## src/rtl/flp_pkg.sv

```systemverilog
package flp_pkg;
  localparam int NUM_SLOTS = 33;
  localparam int PAGE_W    = 16;
  localparam int SLOT_IDX_W = $clog2(NUM_SLOTS);

  // Cycles covering a span of ns at a given clock rate, rounded up.
  function automatic int ns_to_cyc(input int clk_mhz, input int span_ns);
    return (clk_mhz * span_ns + 999) / 1000;
  endfunction
endpackage

```

## src/rtl/flp_slot_timer.sv

```systemverilog
module flp_slot_timer #(
  parameter int SLOT_CYC  = 3125,
  parameter int PULSE_CYC = 5
) (
  input  logic clk_i,
  input  logic rst_ni,
  input  logic clr_i,
  input  logic run_i,
  output logic slot_end_o,
  output logic in_pulse_o
);
  localparam int CW = (SLOT_CYC > 1) ? $clog2(SLOT_CYC) : 1;
  localparam logic [CW-1:0] LAST_CNT = CW'(SLOT_CYC - 1);
  localparam logic [CW-1:0] PW_CNT   = CW'(PULSE_CYC);

  logic [CW-1:0] cnt_q;

  always_ff @(posedge clk_i or negedge rst_ni) begin
    if (!rst_ni) begin
      cnt_q <= '0;
    end else if (clr_i) begin
      cnt_q <= '0;
    end else if (run_i) begin
      if (cnt_q == LAST_CNT) cnt_q <= '0;
      else                   cnt_q <= cnt_q + 1'b1;
    end
  end

  assign slot_end_o = run_i && (cnt_q == LAST_CNT);
  assign in_pulse_o = run_i && (cnt_q < PW_CNT);
endmodule

```

## src/rtl/flp_slot_seq.sv

```systemverilog
module flp_slot_seq
  import flp_pkg::*;
(
  input  logic clk_i,
  input  logic rst_ni,
  input  logic start_i,
  input  logic slot_end_i,
  output logic busy_o,
  output logic data_slot_o,
  output logic data_adv_o,
  output logic done_o
);
  logic [SLOT_IDX_W-1:0] slot_q;
  logic                  busy_q;
  logic                  done_q;
  logic                  last_slot;

  assign last_slot = (slot_q == SLOT_IDX_W'(NUM_SLOTS - 1));

  always_ff @(posedge clk_i or negedge rst_ni) begin
    if (!rst_ni) begin
      slot_q <= '0;
      busy_q <= 1'b0;
      done_q <= 1'b0;
    end else begin
      done_q <= 1'b0;
      if (start_i) begin
        slot_q <= '0;
        busy_q <= 1'b1;
      end else if (slot_end_i) begin
        if (last_slot) begin
          busy_q <= 1'b0;
          done_q <= 1'b1;
        end else begin
          slot_q <= slot_q + 1'b1;
        end
      end
    end
  end

  assign busy_o      = busy_q;
  assign data_slot_o = slot_q[0];
  assign data_adv_o  = slot_end_i && slot_q[0];
  assign done_o      = done_q;
endmodule

```

## src/rtl/flp_page_shift.sv

```systemverilog
module flp_page_shift #(
  parameter int WIDTH = 16
) (
  input  logic             clk_i,
  input  logic             rst_ni,
  input  logic             load_i,
  input  logic [WIDTH-1:0] page_i,
  input  logic             shift_i,
  output logic             bit_o
);
  logic [WIDTH-1:0] sh_q;

  always_ff @(posedge clk_i or negedge rst_ni) begin
    if (!rst_ni)      sh_q <= '0;
    else if (load_i)  sh_q <= page_i;
    else if (shift_i) sh_q <= {1'b0, sh_q[WIDTH-1:1]};
  end

  assign bit_o = sh_q[0];
endmodule

```

## src/rtl/flp_burst_gen.sv

```systemverilog
module flp_burst_gen
  import flp_pkg::*;
#(
  parameter int CLK_MHZ  = 50,
  parameter int SLOT_NS  = 62500,
  parameter int PULSE_NS = 100
) (
  input  logic              clk_i,
  input  logic              rst_ni,
  input  logic [PAGE_W-1:0] page_i,
  input  logic              page_valid_i,
  output logic              page_ready_o,
  output logic              pulse_o,
  output logic              done_o
);
  localparam int SLOT_CYC  = ns_to_cyc(CLK_MHZ, SLOT_NS);
  localparam int PULSE_CYC = ns_to_cyc(CLK_MHZ, PULSE_NS);

  logic busy, accept, slot_end, in_pulse, data_slot, data_adv, cur_bit;

  assign page_ready_o = !busy;
  assign accept       = page_valid_i && !busy;

  flp_slot_timer #(.SLOT_CYC(SLOT_CYC), .PULSE_CYC(PULSE_CYC)) u_timer (
    .clk_i      (clk_i),
    .rst_ni     (rst_ni),
    .clr_i      (accept),
    .run_i      (busy),
    .slot_end_o (slot_end),
    .in_pulse_o (in_pulse)
  );

  flp_slot_seq u_seq (
    .clk_i       (clk_i),
    .rst_ni      (rst_ni),
    .start_i     (accept),
    .slot_end_i  (slot_end),
    .busy_o      (busy),
    .data_slot_o (data_slot),
    .data_adv_o  (data_adv),
    .done_o      (done_o)
  );

  flp_page_shift #(.WIDTH(PAGE_W)) u_shift (
    .clk_i   (clk_i),
    .rst_ni  (rst_ni),
    .load_i  (accept),
    .page_i  (page_i),
    .shift_i (data_adv),
    .bit_o   (cur_bit)
  );

  // Clock slots always pulse; data slots pulse on a one-bit.
  assign pulse_o = in_pulse && (!data_slot || cur_bit);
endmodule

```

## config.mk

```make
export PLATFORM = sky130hd
export DESIGN_NAME = flp_burst_gen
export DESIGN_NICKNAME = d
export VERILOG_FILES = /design/src/rtl/flp_pkg.sv /design/src/rtl/flp_slot_timer.sv /design/src/rtl/flp_slot_seq.sv /design/src/rtl/flp_page_shift.sv /design/src/rtl/flp_burst_gen.sv
export SDC_FILE = /design/constraint.sdc
export NUM_CORES = 1
export LEC_CHECK = 0
export BUFFER_PORTS_ARGS = -buffer_cell sky130_fd_sc_hd__buf_2
export CORE_MARGIN = 8
export CORE_UTILIZATION = 37
export DETAILED_ROUTE_END_ITERATION = 7
export PLACE_DENSITY_LB_ADDON = 0.05
export SETUP_SLACK_MARGIN = 0.1
export SYNTH_ARGS = -nofsm -noshare
export SYNTH_HDL_FRONTEND = slang
export SYNTH_HIERARCHICAL = 1
export SYNTH_SLANG_ARGS = --single-unit
```

## constraint.sdc

```tcl
create_clock -name clk_i -period 2.6 [get_ports clk_i]
set_input_delay 0.52 -clock clk_i [delete_from_list [all_inputs] [get_ports clk_i]]
set_output_delay 0.52 -clock clk_i [all_outputs]
set_load 0.1 [all_outputs]
```

# == Yosys cells after proc, flatten, opt, wreduce, memory -nomap -nowiden ==
# Cells that the tools add are included.
# totals
reg_bits,36
wordCells,39
out_inout_bits,3
inputBits,19
# op_classes
n_lt_le_gt_ge,1
add_sub_neg,2
reduce_logical,14
mux,14
n_eq_ne,3
# op_table
cell,count
12-bit 2-to-1 mux,3
16-bit 2-to-1 mux,2
6-bit 2-to-1 mux,3
12-bit by 1-bit adder with 12-bit output (second input constant),1
12-bit equality test (second input constant),1
12-bit by 3-bit less-than comparator with 1-bit output (second input constant),1
2-bit nonzero test,4
6-bit by 1-bit adder with 6-bit output (second input constant),1
6-bit equality test (second input constant),1
1-bit 2-to-1 mux,6
1-bit logical AND,5
2-bit AND reduction,2
1-bit logical NOT,2
2-bit inequality test (second input constant),1
1-bit logical OR,1

# == Logic depth before layout (Yosys ltp) ==
# depth
word_depth,5
depth_mapped,10
mapped_depth_nobuf,7

# == Cells and area by module ==
# Netlist, hierarchy kept.
# modules_own_cells
module,seq_area_each_um2,area_per_inst_um2,cells_per_inst,instances
flp_page_shift,400.4,742.0,69,1
flp_slot_timer,300.3,734.5,81,1
flp_slot_seq,200.2,444.2,43,1
flp_burst_gen,0.0,21.3,4,1

# == Worst setup path after synthesis ==
# OpenSTA, ideal clock, no wires.
# synth_timing
path_type,register -> output
from,register u_timer.cnt_q[4]
to,output pulse_o
path_buffers,0
setup_slack_ns,-0.642
required_ns,2.080
arrival_time_ns,2.722
path_stages_with_launch,4
cell_sequence,dfrtp_1 > or4_1 > a2111oi_0 > a21boi_1
# synth_between
elab_chain_cells,3
# synth_lines
item,line_no,source
"start, declared",flp_slot_timer.sv:16,logic [CW-1:0] cnt_q;
"start signal, assigned",flp_slot_timer.sv:25,else cnt_q <= cnt_q + 1'b1;
12-bit by 3-bit less-than comparator with 1-bit output,flp_slot_timer.sv:30,assign in_pulse_o = run_i && (cnt_q < PW_CNT);
1-bit logical AND,flp_slot_timer.sv:30,
net in_pulse,flp_burst_gen.sv:19,"logic busy, accept, slot_end, in_pulse, data_slot, data_adv, cur_bit;"
1-bit logical AND,flp_burst_gen.sv:54,assign pulse_o = in_pulse && (!data_slot || cur_bit);
"end, declared",flp_burst_gen.sv:13,"output logic pulse_o,"
# The timed path passes the listed nets, and every way through them passes these cells.

# == Worst setup path after layout ==
# layout_timing
from,register u_timer.cnt_q[7]
to,output pulse_o
# The elaborated chain is that of the path after synthesis.

==> impl_metrics.yaml <==
placed_design:
  dp_hpwl_um: 3056
  postPlaceCellArea_um2: 2145
  place.gp.congestion: 0.8565
  placed_cells: 285
  portBuffers: 21
timing:
  timing.slew.headroom_pct: 44.57
  finalHoldViolCount: 0
  fin_crit_ns: 2.427
  setup_viol: 0
  tns_ns: 0
  drv_slew: 0
  fmax_mhz: 412.1
  finClkSkew_ns: 0.01099
  fin_crit_sh_pct: 93.33
  worstMarginPinSlew_ns: 0.8314
  rsz0062_at_grt: "true"
detailed_routing:
  dr.pass1.iters: 4
  wl_per_cell_um: 14.60
  totalWireLength_um: 4381
  drtIter0Drc: 146
  antenna_left: 0
  via_count: 1532
  drc_errors: 0
  viasPerCell: 5.107
finish:
  area_delta_synth_final_pct: 20.43
  fin_cells: 300
  fillerInstances: 514
  final_util_pct: 46.08
  drive_above_1_share_pct: 24.35
  stdcell_area_um2: 2338
  layout.nets: 253
  antenna_cells: 0
floorplan:
  ios: 22
  rows: 26
  die_height_um: 88.45
  initial_utilization_pct: 38.26
  die_width_um: 88.45
  coreArea_um2: 5075
  die-area_um2: 7823
cts:
  cts_buffer_depth: 2
  clk_pin_slew_ns: 0.08
  numClockSinks: 36
  clockRootBuffer: "clkbuf_8"
  htreeDepth: 2
  cts_buffers: 5
  cts_tree: "done"
  clock_latency_ns: 0.29
global_route:
  grt_pass1_wl_um: 7203
  gr-usage-met2_pct: 18.47
  grt-ovfl-total: 0
  use_met1_pct: 14.88
  gr-usage-all-layers_pct: 11.78
  antenna_found_initial: 0
  grt_pass1_vias: 1540
  use_met3_pct: 3.621
  grt_max_degree: 37
  busiest_layer: "met2"
yosys:
  yosys_warnings: 6
  synthCells: 197
  async_reset_ff_share_pct: 100.0
  avgSynthCellArea_um2: 9.857
  netlist.area_leader.share_pct: 46.39
  ys_types: 46
  synth-edff-count: 0
  synth-seq-area-share_pct: 46.39
  yosys_most_used_dff: "dfrtp_1"
  synth_nets: 221
  synth_area_um2: 1942
  yosys-top-cells-area: "dfrtp_1 (46%), mux2i_1 (7.7%), nand2_1 (6.0%), o21ai_0 (3.6%), ha_1 (3.2%)"
  ys_seq_elements: 36
  yosys.area.top_type: "dfrtp_1"
run_status:
  outcome: "complete, no violations"
worst_hold_path:
  min_path_type: "in2async"
worst_setup_path:
  endpoint_kind: "output port"
  critPathKind: "reg2out"
  cp-start-kind: "flop"
  reg2reg_slack_ns: 0.41
  reg2reg_from: "u_timer/cnt_q[7]"
  path_max_fanout: 4
  cp-endpoint: "pulse_o"
  cp.required_ns: 2.08
  r2r-end: "u_shift/sh_q[13]"
  crit_start: "u_timer/cnt_q[7]"
  reg2reg_depth: 8
  cp.arrival_ns: 1.91
power:
  power.density_nw_per_um2: 844.0
  p_leak_nw: 0.9947
  vdd_ir_drop_max_mv: 0.4727
run:
  cap_viol_max_count: 0
[registers in the layout (all words and copies together), names as in the netlist]
name and count:
u_seq/done_o 1, u_timer/cnt_q 12, u_shift/sh_q 16, u_seq/slot_q 6, u_seq/busy_o 1
[synth_stat cells, types with 2 or more instances]
master and count:
buf_6 2, o2111ai_1 2, dfrtp_1 36, inv_1 7, nand2b_1 2, o21ai_0 14
ha_1 5, a21oi_1 2, buf_2 3, nor2_1 15, nor4_1 3, or3_1 2
xor2_1 6, and2_1 2, o21ai_1 9, nand3b_1 3, nand4_1 5, nand2_1 31
nor2b_1 2, or4_4 2, xnor2_1 3, and3_1 3, mux2i_1 15
[worst max-delay path, cell delays in order (launching register included)]
cell and delay, ns:
dfrtp_2 0.44, nor4_2 0.26, nand2_1 0.15, a2111oi_4 0.34, a21boi_4 0.24, buf_12 0.19
[placed cells by master, fill, tap and decap left out, types with 3 or more instances in the layout]
| cell | netlist | layout |
|---|---|---|
| buf_4 | 1 | 11 |
| and3_1 | 3 | 3 |
| o21ai_1 | 9 | 9 |
| mux2i_1 | 15 | 15 |
| xnor2_1 | 3 | 3 |
| clkbuf_8 | 0 | 5 |
| dfrtp_1 | 36 | 32 |
| xor2_1 | 6 | 6 |
| nand4_1 | 5 | 5 |
| buf_2 | 3 | 20 |
| nand3b_1 | 3 | 3 |
| nor2_1 | 15 | 15 |
| ha_1 | 5 | 5 |
| inv_1 | 7 | 7 |
| nand2_1 | 31 | 31 |
| or4_4 | 2 | 3 |
| o21ai_0 | 14 | 14 |
| dfrtp_2 | 0 | 4 |
[cell families after synthesis]
group           share of synthesized area [%]
compound gates                          13.47
xor+xnor                                4.060
fa+ha+maj                               3.222
buf+inv                                 4.897
flops                                   46.39
mux                                     7.732
simple gates                            20.23
[what timing repair did]
action,4_1_cts,5_1_grt
endpoints found under the setup margin,1,1
hold endpoints to repair,0,0
pin swaps,0,2
gates resized for setup,5,4
buffers inserted,2,5
cloned,0,0
hold buffers,0,0
[how the worst min path moves through the flow]
stage	to	slack (ns)
6_report	u_shift/sh_q[1]	0.33
5_1_grt	u_shift/sh_q[1]	0.37
4_1_cts	u_shift/sh_q[1]	0.35
3_5_place_dp	u_shift/sh_q[5]	0.54
3_3_place_gp	u_shift/sh_q[6]	0.53
2_1_floorplan	u_seq/busy_o	0.22
[metrics by stage]
step                      setup WS (ns)  hold WS, ns  total power [W]
after floorplan                  0.1735       0.2244         0.001228
after global placement           0.2755       0.5322         0.001385
after detailed placement         0.2961       0.5396         0.001406
after CTS                        0.1097       0.3488         0.001943
after global routing            0.06786       0.3741         0.002101
final                            0.1734       0.3263         0.001974
[where the power goes]
| part | internal (W) | total, W | leakage (nW) | switching (W) |
|---|---|---|---|---|
| Combinational | 0.000308 | 0.000660 | 0.486 | 0.000352 |
| Clock | 0.000284 | 0.000480 | 0.0552 | 0.000196 |
| Sequential | 0.000706 | 0.000834 | 0.454 | 0.000128 |
[cell type report]
cell class	count	area, um2	area share [%]
clock inverters	2	35.03	1.498
multi-input cells	146	988.4	42.27
inverters	7	26.28	1.124
well taps	70	87.58	3.745
repair buffers	33	222.7	9.524
flip-flops and latches	36	905.9	38.74
clock buffers	6	72.57	3.103
[per-layer routing]
layer	wire length, um	vias up
met2	1991	49
met1	2054	729
met3	300	4
met5	0	-
li1	-	750
met4	34	0
No activity file was read; power rests on OpenSTA's default activity.
